[src/rtl/pinbank_pkg.sv]
// Shared constants for the per-pin GPIO bank: bus widths, the grouped
// sparse register map, control-bit positions and interrupt routing.
// Assumes groups do not overlap and are listed in ascending address order.
package pinbank_pkg;
    localparam int unsigned ADDR_W   = 9;
    localparam int unsigned DATA_W   = 8;
    localparam int unsigned STRIDE   = 4;
    localparam int unsigned N_GROUPS = 5;
    localparam int unsigned GRP_BASE [N_GROUPS] = '{32'h50, 32'h88, 32'h140, 32'h188, 32'h1C0};
    localparam int unsigned GRP_CNT  [N_GROUPS] = '{4, 16, 6, 2, 4};

    // Control-bit positions inside a pin register
    localparam int unsigned BIT_IN  = 0;
    localparam int unsigned BIT_OUT = 4;
    localparam int unsigned BIT_OEN = 5;

    // Interrupt routing: one group forwarded to consecutive parent lines
    localparam int unsigned IRQ_GRP        = 4;
    localparam int unsigned IRQ_FIRST_LINE = 28;
    localparam int unsigned N_IRQ          = 32;

    // Index of the first pin of group g (sum of earlier group sizes)
    function automatic int unsigned grp_first(input int unsigned g);
        int unsigned s;
        s = 0;
        for (int unsigned i = 0; i < N_GROUPS; i++)
            if (i < g) s += GRP_CNT[i];
        return s;
    endfunction

    localparam int unsigned N_PINS = grp_first(N_GROUPS);
    localparam int unsigned PIN_W  = (N_PINS > 1) ? $clog2(N_PINS) : 1;
endpackage

[src/rtl/pinbank_decode.sv]
// Address decoder: maps a byte offset onto a flat pin index.
// Assumes the group table in pinbank_pkg; misaligned or gap offsets miss.
module pinbank_decode
    import pinbank_pkg::*;
(
    input  logic [ADDR_W-1:0] addr,
    output logic              hit,
    output logic [PIN_W-1:0]  pin
);
    logic [31:0] a_ext;
    assign a_ext = {{(32-ADDR_W){1'b0}}, addr};

    // Compare the offset against every group window in parallel
    always_comb begin
        hit = 1'b0;
        pin = '0;
        for (int unsigned g = 0; g < N_GROUPS; g++) begin
            if ((a_ext % STRIDE) == 0 &&
                a_ext >= GRP_BASE[g] &&
                a_ext <  GRP_BASE[g] + STRIDE * GRP_CNT[g]) begin
                hit = 1'b1;
                pin = PIN_W'(grp_first(g) + (a_ext - GRP_BASE[g]) / STRIDE);
            end
        end
    end
endmodule

[src/rtl/pinbank_sync.sv]
// Multi-stage flop synchronizer for a vector of asynchronous pad levels.
// Assumes each bit is independent; no bus coherency is provided.
module pinbank_sync #(
    parameter int unsigned WIDTH  = 32,
    parameter int unsigned STAGES = 2
) (
    input  logic             clk,
    input  logic             rst_n,
    input  logic [WIDTH-1:0] d,
    output logic [WIDTH-1:0] q
);
    logic [WIDTH-1:0] chain [STAGES];

    genvar s;
    generate
        for (s = 0; s < STAGES; s++) begin : g_stage
            // Shift the pad level one stage further on each edge
            always_ff @(posedge clk) begin
                if (!rst_n) chain[s] <= '0;
                else        chain[s] <= (s == 0) ? d : chain[(s == 0) ? 0 : s-1];
            end
        end
    endgenerate

    assign q = chain[STAGES-1];
endmodule

[src/rtl/pinbank_pin.sv]
// Control state of one pad: held output value and active-low enable.
// Assumes wr_en is already qualified by address decode.
module pinbank_pin (
    input  logic clk,
    input  logic rst_n,
    input  logic wr_en,
    input  logic out_d,
    input  logic oen_d,
    output logic out_q,
    output logic oen_q
);
    // Load both control bits on a decoded write; reset to input, low
    always_ff @(posedge clk) begin
        if (!rst_n) begin
            out_q <= 1'b0;
            oen_q <= 1'b1;
        end else if (wr_en) begin
            out_q <= out_d;
            oen_q <= oen_d;
        end
    end
endmodule

[src/rtl/pinbank_gpio.sv]
// Per-pin GPIO bank top: byte bus with single-cycle writes and one-cycle
// registered reads, per-pin control registers on a sparse grouped map,
// synchronized pad inputs, and level forwarding of one group to fixed
// parent interrupt lines. Assumes reads and writes are not issued together.
module pinbank_gpio
    import pinbank_pkg::*;
#(
    parameter int unsigned SYNC_STAGES = 2
) (
    input  logic              clk,
    input  logic              rst_n,
    input  logic [ADDR_W-1:0] bus_addr,
    input  logic              bus_wr,
    input  logic              bus_rd,
    input  logic [DATA_W-1:0] bus_wdata,
    output logic [DATA_W-1:0] bus_rdata,
    input  logic [N_PINS-1:0] pad_in,
    output logic [N_PINS-1:0] pad_out,
    output logic [N_PINS-1:0] pad_oe_n,
    output logic [N_IRQ-1:0]  parent_irq
);
    localparam int unsigned IRQ_PIN0 = grp_first(IRQ_GRP);
    localparam int unsigned IRQ_N    = GRP_CNT[IRQ_GRP];

    logic              dec_hit;
    logic [PIN_W-1:0]  dec_pin;
    logic [N_PINS-1:0] in_sync;
    logic [DATA_W-1:0] rd_word;

    pinbank_decode u_dec (
        .addr (bus_addr),
        .hit  (dec_hit),
        .pin  (dec_pin)
    );

    pinbank_sync #(.WIDTH(N_PINS), .STAGES(SYNC_STAGES)) u_sync (
        .clk   (clk),
        .rst_n (rst_n),
        .d     (pad_in),
        .q     (in_sync)
    );

    genvar p;
    generate
        for (p = 0; p < N_PINS; p++) begin : g_pin
            pinbank_pin u_pin (
                .clk   (clk),
                .rst_n (rst_n),
                .wr_en (bus_wr && dec_hit && (dec_pin == PIN_W'(p))),
                .out_d (bus_wdata[BIT_OUT]),
                .oen_d (bus_wdata[BIT_OEN]),
                .out_q (pad_out[p]),
                .oen_q (pad_oe_n[p])
            );
        end
    endgenerate

    // Assemble the addressed pin's register image; unused bits stay zero
    always_comb begin
        rd_word          = '0;
        rd_word[BIT_IN]  = in_sync[dec_pin];
        rd_word[BIT_OUT] = pad_out[dec_pin];
        rd_word[BIT_OEN] = pad_oe_n[dec_pin];
    end

    // Register read data for one cycle; zero when idle or unmapped
    always_ff @(posedge clk) begin
        if (!rst_n)                  bus_rdata <= '0;
        else if (bus_rd && dec_hit)  bus_rdata <= rd_word;
        else                         bus_rdata <= '0;
    end

    // Route the interrupt group's synchronized levels to the parent lines
    always_comb begin
        parent_irq = '0;
        for (int unsigned k = 0; k < IRQ_N; k++)
            parent_irq[IRQ_FIRST_LINE + k] = in_sync[IRQ_PIN0 + k];
    end
endmodule

[config.mk]
export PLATFORM = sky130hd
export DESIGN_NAME = pinbank_gpio
export DESIGN_NICKNAME = d
export VERILOG_FILES = /design/src/rtl/pinbank_pkg.sv /design/src/rtl/pinbank_decode.sv /design/src/rtl/pinbank_sync.sv /design/src/rtl/pinbank_pin.sv /design/src/rtl/pinbank_gpio.sv
export SDC_FILE = /design/constraint.sdc
export NUM_CORES = 1
export LEC_CHECK = 0
export ABC_CLOCK_PERIOD_IN_PS = 4340
export BUFFER_PORTS_ARGS = -buffer_cell sky130_fd_sc_hd__buf_4
export CAP_MARGIN = 20
export CORE_MARGIN = 2
export CORE_UTILIZATION = 50
export DETAILED_ROUTE_END_ITERATION = 10
export PLACE_DENSITY = 0.82
export SYNTH_ARGS = -nofsm -noshare
export SYNTH_HDL_FRONTEND = slang
export SYNTH_SLANG_ARGS = --single-unit
export TNS_END_PERCENT = 20
[constraint.sdc]
create_clock -name clk -period 4.34 [get_ports clk]
set_input_delay 1.085 -clock clk [delete_from_list [all_inputs] [get_ports clk]]
set_output_delay 1.085 -clock clk [all_outputs]
set_load 0.005 [all_outputs]
; Word-level counts from Yosys, hierarchy flattened
; Memory sizes are Yosys's and may differ from the RTL's.
; Cells that the tools add are included.
[classes]
add_sub_neg = 15
multipliers = 0
div_mod_pow = 0
magnitude_cmp = 11
n_eq_ne = 31
n_shift = 0
mux = 30
bitwise_logic = 2
n_reduce_logical = 47
[op_table]
columns = operator, count
row1 = "== test 5 bit, second input constant", 16
row2 = two-way mux 5 bit, 15
row3 = two-way mux 32 bit, 2
row4 = logical AND 1 bit, 44
row5 = "== test 5 x 4 -> 1 bit, second input constant", 8
row6 = logical NOT 32 bit, 1
row7 = "greater-or-equal comparator 9 bit, second input constant", 3
row8 = "< comparator 9 bit, second input constant", 3
row9 = "subtractor 7 bit, second input constant", 3
row10 = adder 5 bit, 4
row11 = "== test 5 x 3 -> 1 bit, second input constant", 4
row12 = "adder 5 bit, second input constant", 3
row13 = binary-select mux 1 bit (select 5 bit), 3
row14 = "subtractor 7 x 4 -> 7 bit, second input constant", 2
row15 = "adder 5 x 3 -> 5 bit, second input constant", 2
row16 = "== test 5 x 2 -> 1 bit, second input constant", 2
row17 = two-way mux 1 bit, 10
row18 = "greater-or-equal comparator 9 x 7 -> 1 bit, second input constant", 1
row19 = "greater-or-equal comparator 9 x 8 -> 1 bit, second input constant", 1
row20 = "< comparator 9 x 7 -> 1 bit, second input constant", 1
row21 = "< comparator 9 x 8 -> 1 bit, second input constant", 1
row22 = "< comparator 5 x 6 -> 1 bit, second input constant", 1
row23 = "adder 5 x 2 -> 5 bit, second input constant", 1
row24 = "== test 5 x 1 -> 1 bit, second input constant", 1
row25 = other kinds (3), 4
[totals]
regBits = 72
latchBits = 0
mem_bits_rw = 64
rom_bits = 0
inputBits = 53
memories = 1
[mem_list]
columns = name, depth, width, read_ports, rd_clocked_by_memory_dff, write_ports, line
row1 = u_sync.chain, 2, 32, 2, 0, 2, pinbank_sync.sv:12  ; logic [WIDTH-1:0] chain [STAGES];

; Longest topological paths before layout
[logic_depth]
word_depth = 14
mapped_depth = 16

; Modules after synthesis
; From an unflattened synthesis, not the netlist that was laid out.
[unflattened]
hier_cells = 555
hier_area_um2 = 5888.1
[modules_own_cells]
columns = module, n_inst, cells_each, area_each_um2
row1 = pinbank_pin, 32, 6, 70.1
row2 = pinbank_sync, 1, 134, 1791.7
row3 = pinbank_gpio, 1, 158, 1378.8
row4 = pinbank_decode, 1, 71, 475.5

; Worst setup path after synthesis
; Ideal clock, no wire load.
[synth_timing]
path_type = in2reg
startpoint = input port bus_addr[3]
endpoint = register g_pin[24].u_pin.oen_q
t_arrival_ns = 3.959
required_time_ns = 4.211
slack_ns = 0.252
cell_stages = 15
path_cell_list = buf_2 inv_1 clkbuf_1 ha_1 xnor2_1 inv_1 ha_1 xor2_1 or4b_1 a32oi_2 o22ai_1 buf_6 nor3_2 mux2i_1 nand2_1
[synth_via]
elab_chain_cells = 10
elab_cells_between_ends = 42
cone_classes = add/sub: 9 / order compare: 10 / eq/ne: 1 / mux: 10 / reduce/logical: 12
[synth_rtl]
columns = element, line
row1 = from (decl), pinbank_gpio.sv:12  ; input logic [ADDR_W-1:0] bus_addr,
row2 = "parallel branches: the longest is 9 deep, another holds subtractor 7 x 4 -> 7 bit", -
row3 = logical AND 1 bit *, pinbank_gpio.sv:49  ; .wr_en (bus_wr && dec_hit && (dec_pin == PIN_W'(p))),
row4 = to (signal assigned), pinbank_pin.sv:19  ; oen_q <= oen_d;
row5 = to (decl), pinbank_pin.sv:10  ; output logic oen_q
; Mark *: on every way between the ends.
; A chain may end at the register's enable or synchronous reset.

; Worst setup path after layout
[layout_timing]
startpoint = input port bus_addr[4]
endpoint = register g_pin[1].u_pin.oen_q
[layout_via]
elab_chain_cells = 10
elab_cells_between_ends = 42
cone_classes = add/sub: 9 / order compare: 10 / eq/ne: 1 / mux: 10 / reduce/logical: 12
[layout_rtl]
columns = element, line
row1 = "parallel branches: the longest is 9 deep, another holds subtractor 7 x 4 -> 7 bit", -
row2 = logical AND 1 bit *, pinbank_gpio.sv:49
row3 = to (signal assigned), pinbank_pin.sv:19
row4 = to (decl), pinbank_pin.sv:10
; Marks and branches as above.

==> out/qor.yml <==
place:
  gp_congestion: 0.912
  post-place-ws_ns: 0.0599
  post-dp-hpwl_um: 11300
  io_buffers: 117
  placed_cells: 925
  postPlaceCellArea_mm2: 0.00728
cells_and_area:
  fin_util: 0.592
  final_cell_count_no_fill: 957
  design.final.nets: 830
  final_layout_size_suffix_gt1_frac: 0.275
  fin_area_mm2: 0.00790
  diodes: 0
  area_growth_syn_to_layout_pct: 14.5
logic_synthesis:
  post-synth-top-area-fraction: 0.380
  syn-instance-count: 728
  netlist.top_cell.by_area: "sky130_fd_sc_hd__dfxtp_1"
  synth_cell_type_count: 65
  synth_commonest_cells: "sky130_fd_sc_hd__dfxtp_1 (131), sky130_fd_sc_hd__buf_4 (104), sky130_fd_sc_hd__mux2i_1 (79)"
  post-synth-top-count-cell: "sky130_fd_sc_hd__dfxtp_1"
  ys_ff_latch: 131
  register_area_share_after_synthesis: 0.380
  synthTopCellsByArea: "sky130_fd_sc_hd__dfxtp_1 (38%), sky130_fd_sc_hd__mux2i_1 (11%), sky130_fd_sc_hd__buf_4 (11%)"
  syn-cell-area_mm2: 0.00690
  syn-mean-instance-area_um2: 9.48
  synth_edf_count: 0
  fraction_of_registers_with_async_set_reset: 0
  yosysWarnings: 0
  synth_ff_type: "sky130_fd_sc_hd__dfxtp_1"
sta:
  tns_ns: 0
  clock.fmax_mhz: 252
  final_critical_path_setup_slack_ns: 0.374
  final_min_period_over_clock_period: 0.914
  finalClockSkew_ns: 0.00365
  tightestPinTransition_ns: 1.10
  timing.final.max_slew_violations: 0
  timing_hold_violations_final: 0
  rsz_0062_raised_after_global_routing: "no"
  max_slew_margin_vs_limit: 0.264
  setup_violations: 0
  timing.final.crit_period_ns: 3.97
clock_tree:
  clock_latency_ns: 0.42
  clkSinkCount: 131
  clk_pin_slew_worst_paths_ns: 0.06
  tritoncts: "done"
  cts.path.max_buffers: 2
  postCtsResizedCells: 0
  numCtsBuffers: 17
  cts_hold_buf: 0
  clk_root_buffer_cell: "sky130_fd_sc_hd__clkbuf_16"
  cts.htree.levels: 4
  post_cts.repair.setup_buffers: 0
worst_setup_path:
  path_delay_family: "simple AND/OR/NAND/NOR gates"
  crit_slowest_cell: "sky130_fd_sc_hd__o22ai_2"
  criticalPathCategory: "primary input to register"
  cpMostUsedCell: "sky130_fd_sc_hd__o22ai_2"
  timing.critical_path.required_ns: 4.62
  cell_breakdown_of_the_critical_path: "buf_4 -> inv_1 -> ha_1 -> nand2b_1 -> nor3_2 -> or2_1 -> o22ai_2 -> o22ai_2 -> nand3_1 -> mux2i_1 -> nand2_1"
  worstSetupEndpointType: "register"
  signal_arrival_time_at_the_worst_endpoint_ns: 4.24
  worstPathMaxFanout: 20
  worst_setup_path_start_kind: "primary input"
  timing.critical_path.slowest_cell_delay_ns: 0.82
  critPathBufInv: 2
min_path:
  hold_path.class: "register to register"
pwr:
  ir_drop_mv: 0.238
  power_density_mw_per_mm2: 371
  p_leak_nw: 3.33
run:
  maxCapViolations: 0
grt:
  first_pass_grt_wire_length_um: 25200
  grt_max_degree: 68
  antenna_violations_before_repair: 0
  grt_pass1_vias: 5006
  overflow: 0
  grt_use_total: 0.222
drt:
  num_vias: 5128
  dr.pass1.iters: 6
  violation_count_after_the_first_detailed_routing_iteration: 449
  antenna_left: 0
  wirelength_um: 16100
  drc: 0
  vias_per_cell: 5.36
  wire_per_inst_um: 16.8
die:
  dieArea_mm2: 0.0148
  floorplan.initialDensity: 0.517
  top_level_ports: 157
  placementRows: 42
  core_area_mm2: 0.0133
  die_width_um: 121
  die_h_um: 121
status:
  status: "completed"
layer usage:
| layer | track usage | vias to the layer above | part of all wire |
|---|---|---|---|
| met5 | 0 | - | 0 |
| met4 | 0.102 | 0 | 0.025 |
| met3 | 0.0766 | 34 | 0.086 |
| met2 | 0.359 | 233 | 0.47 |
| met1 | 0.265 | 2398 | 0.42 |
| li1 | - | 2463 | - |
metrics by stage:
| step | hold WS [ns] | power (W) |
|---|---|---|
| after floorplan | 0.412 | 0.00142 |
| after global placement | 0.414 | 0.00147 |
| after detailed placement | 0.417 | 0.00147 |
| after CTS | 0.425 | 0.00295 |
| after global routing | 0.442 | 0.00303 |
| final | 0.426 | 0.00293 |
registers in the layout, summed over array words and instances (netlist names):
name	count
g_pin.u_pin.out_q	32
g_pin.u_pin.oen_q	32
u_sync.chain	64
bus_rdata	3
layout make-up:
cell class | count | area, um^2
Clock buffer | 21 | 470
Multi-Input combinational cell | 473 | 3370
Clock inverter | 11 | 150
Sequential cell | 131 | 2620
Inverter | 10 | 37.5
Timing Repair Buffer | 135 | 1030
Tap cell | 176 | 220
Fill cell | 1144 | 5450
worst register-to-register path: stages (launching register included):
cell and delay [ns]:
sky130_fd_sc_hd__dfxtp_1 0.33, sky130_fd_sc_hd__mux2i_1 0.29, sky130_fd_sc_hd__o21ai_0 0.14, sky130_fd_sc_hd__a22oi_1 0.19, sky130_fd_sc_hd__a21boi_0 0.19, sky130_fd_sc_hd__o22ai_1 0.11, sky130_fd_sc_hd__nor4_1 0.36, sky130_fd_sc_hd__nor3_1 0.12
final timing paths:
path | from | endpoint | depth (start not counted) | slack (ns)
min | u_sync.chain[0][13] | u_sync.chain[1][13] | 1 | 0.43
max | bus_addr[4] | g_pin[1].u_pin.oen_q | 11 | 0.37
max reg2reg | g_pin[19].u_pin.oen_q | bus_rdata[5] | 7 | 2.49
min reg2reg | u_sync.chain[0][13] | u_sync.chain[1][13] | 1 | 0.43
report_power, final:
part / internal (W) / leakage [nW] / total [W] / switching [W]
Sequential: 0.00123 / 1.07 / 0.00124 / 0.00000659
Clock: 0.000951 / 0.300 / 0.00148 / 0.000529
Combinational: 0.0000903 / 1.96 / 0.000210 / 0.000120
Total: 0.00227 / 3.33 / 0.00293 / 0.000656
kinds of logic after synthesis:
family                   count (synthesis)  share of synthesized area
AND/OR/NAND/NOR                        246                      0.213
buffers and inverters                  156                      0.149
flip-flops                             131                      0.380
multiplexers                            92                      0.136
AO/OA/AOI/OAI                           91                      0.103
adder cells (fa/ha/maj)                  9                     0.0163
XOR/XNOR                                 2                    0.00254
other                                    1                   0.000544
cells in the final DEF, fill, tap and decap left out, drive strengths merged, types with 5 or more instances in the layout:
master / instances
o22ai: 14
a21oi: 13
a222oi: 9
nor3: 24
dfxtp: 131
mux2: 13
ha: 9
nand3: 24
o221ai: 8
a221oi: 5
conb: 33
nor2: 10
nand2: 65
clkbuf: 21
nor2b: 36
o21ai: 13
o211ai: 5
inv: 12
mux2i: 79
and2: 65
buf: 135
(Power assumes the default switching activity.)
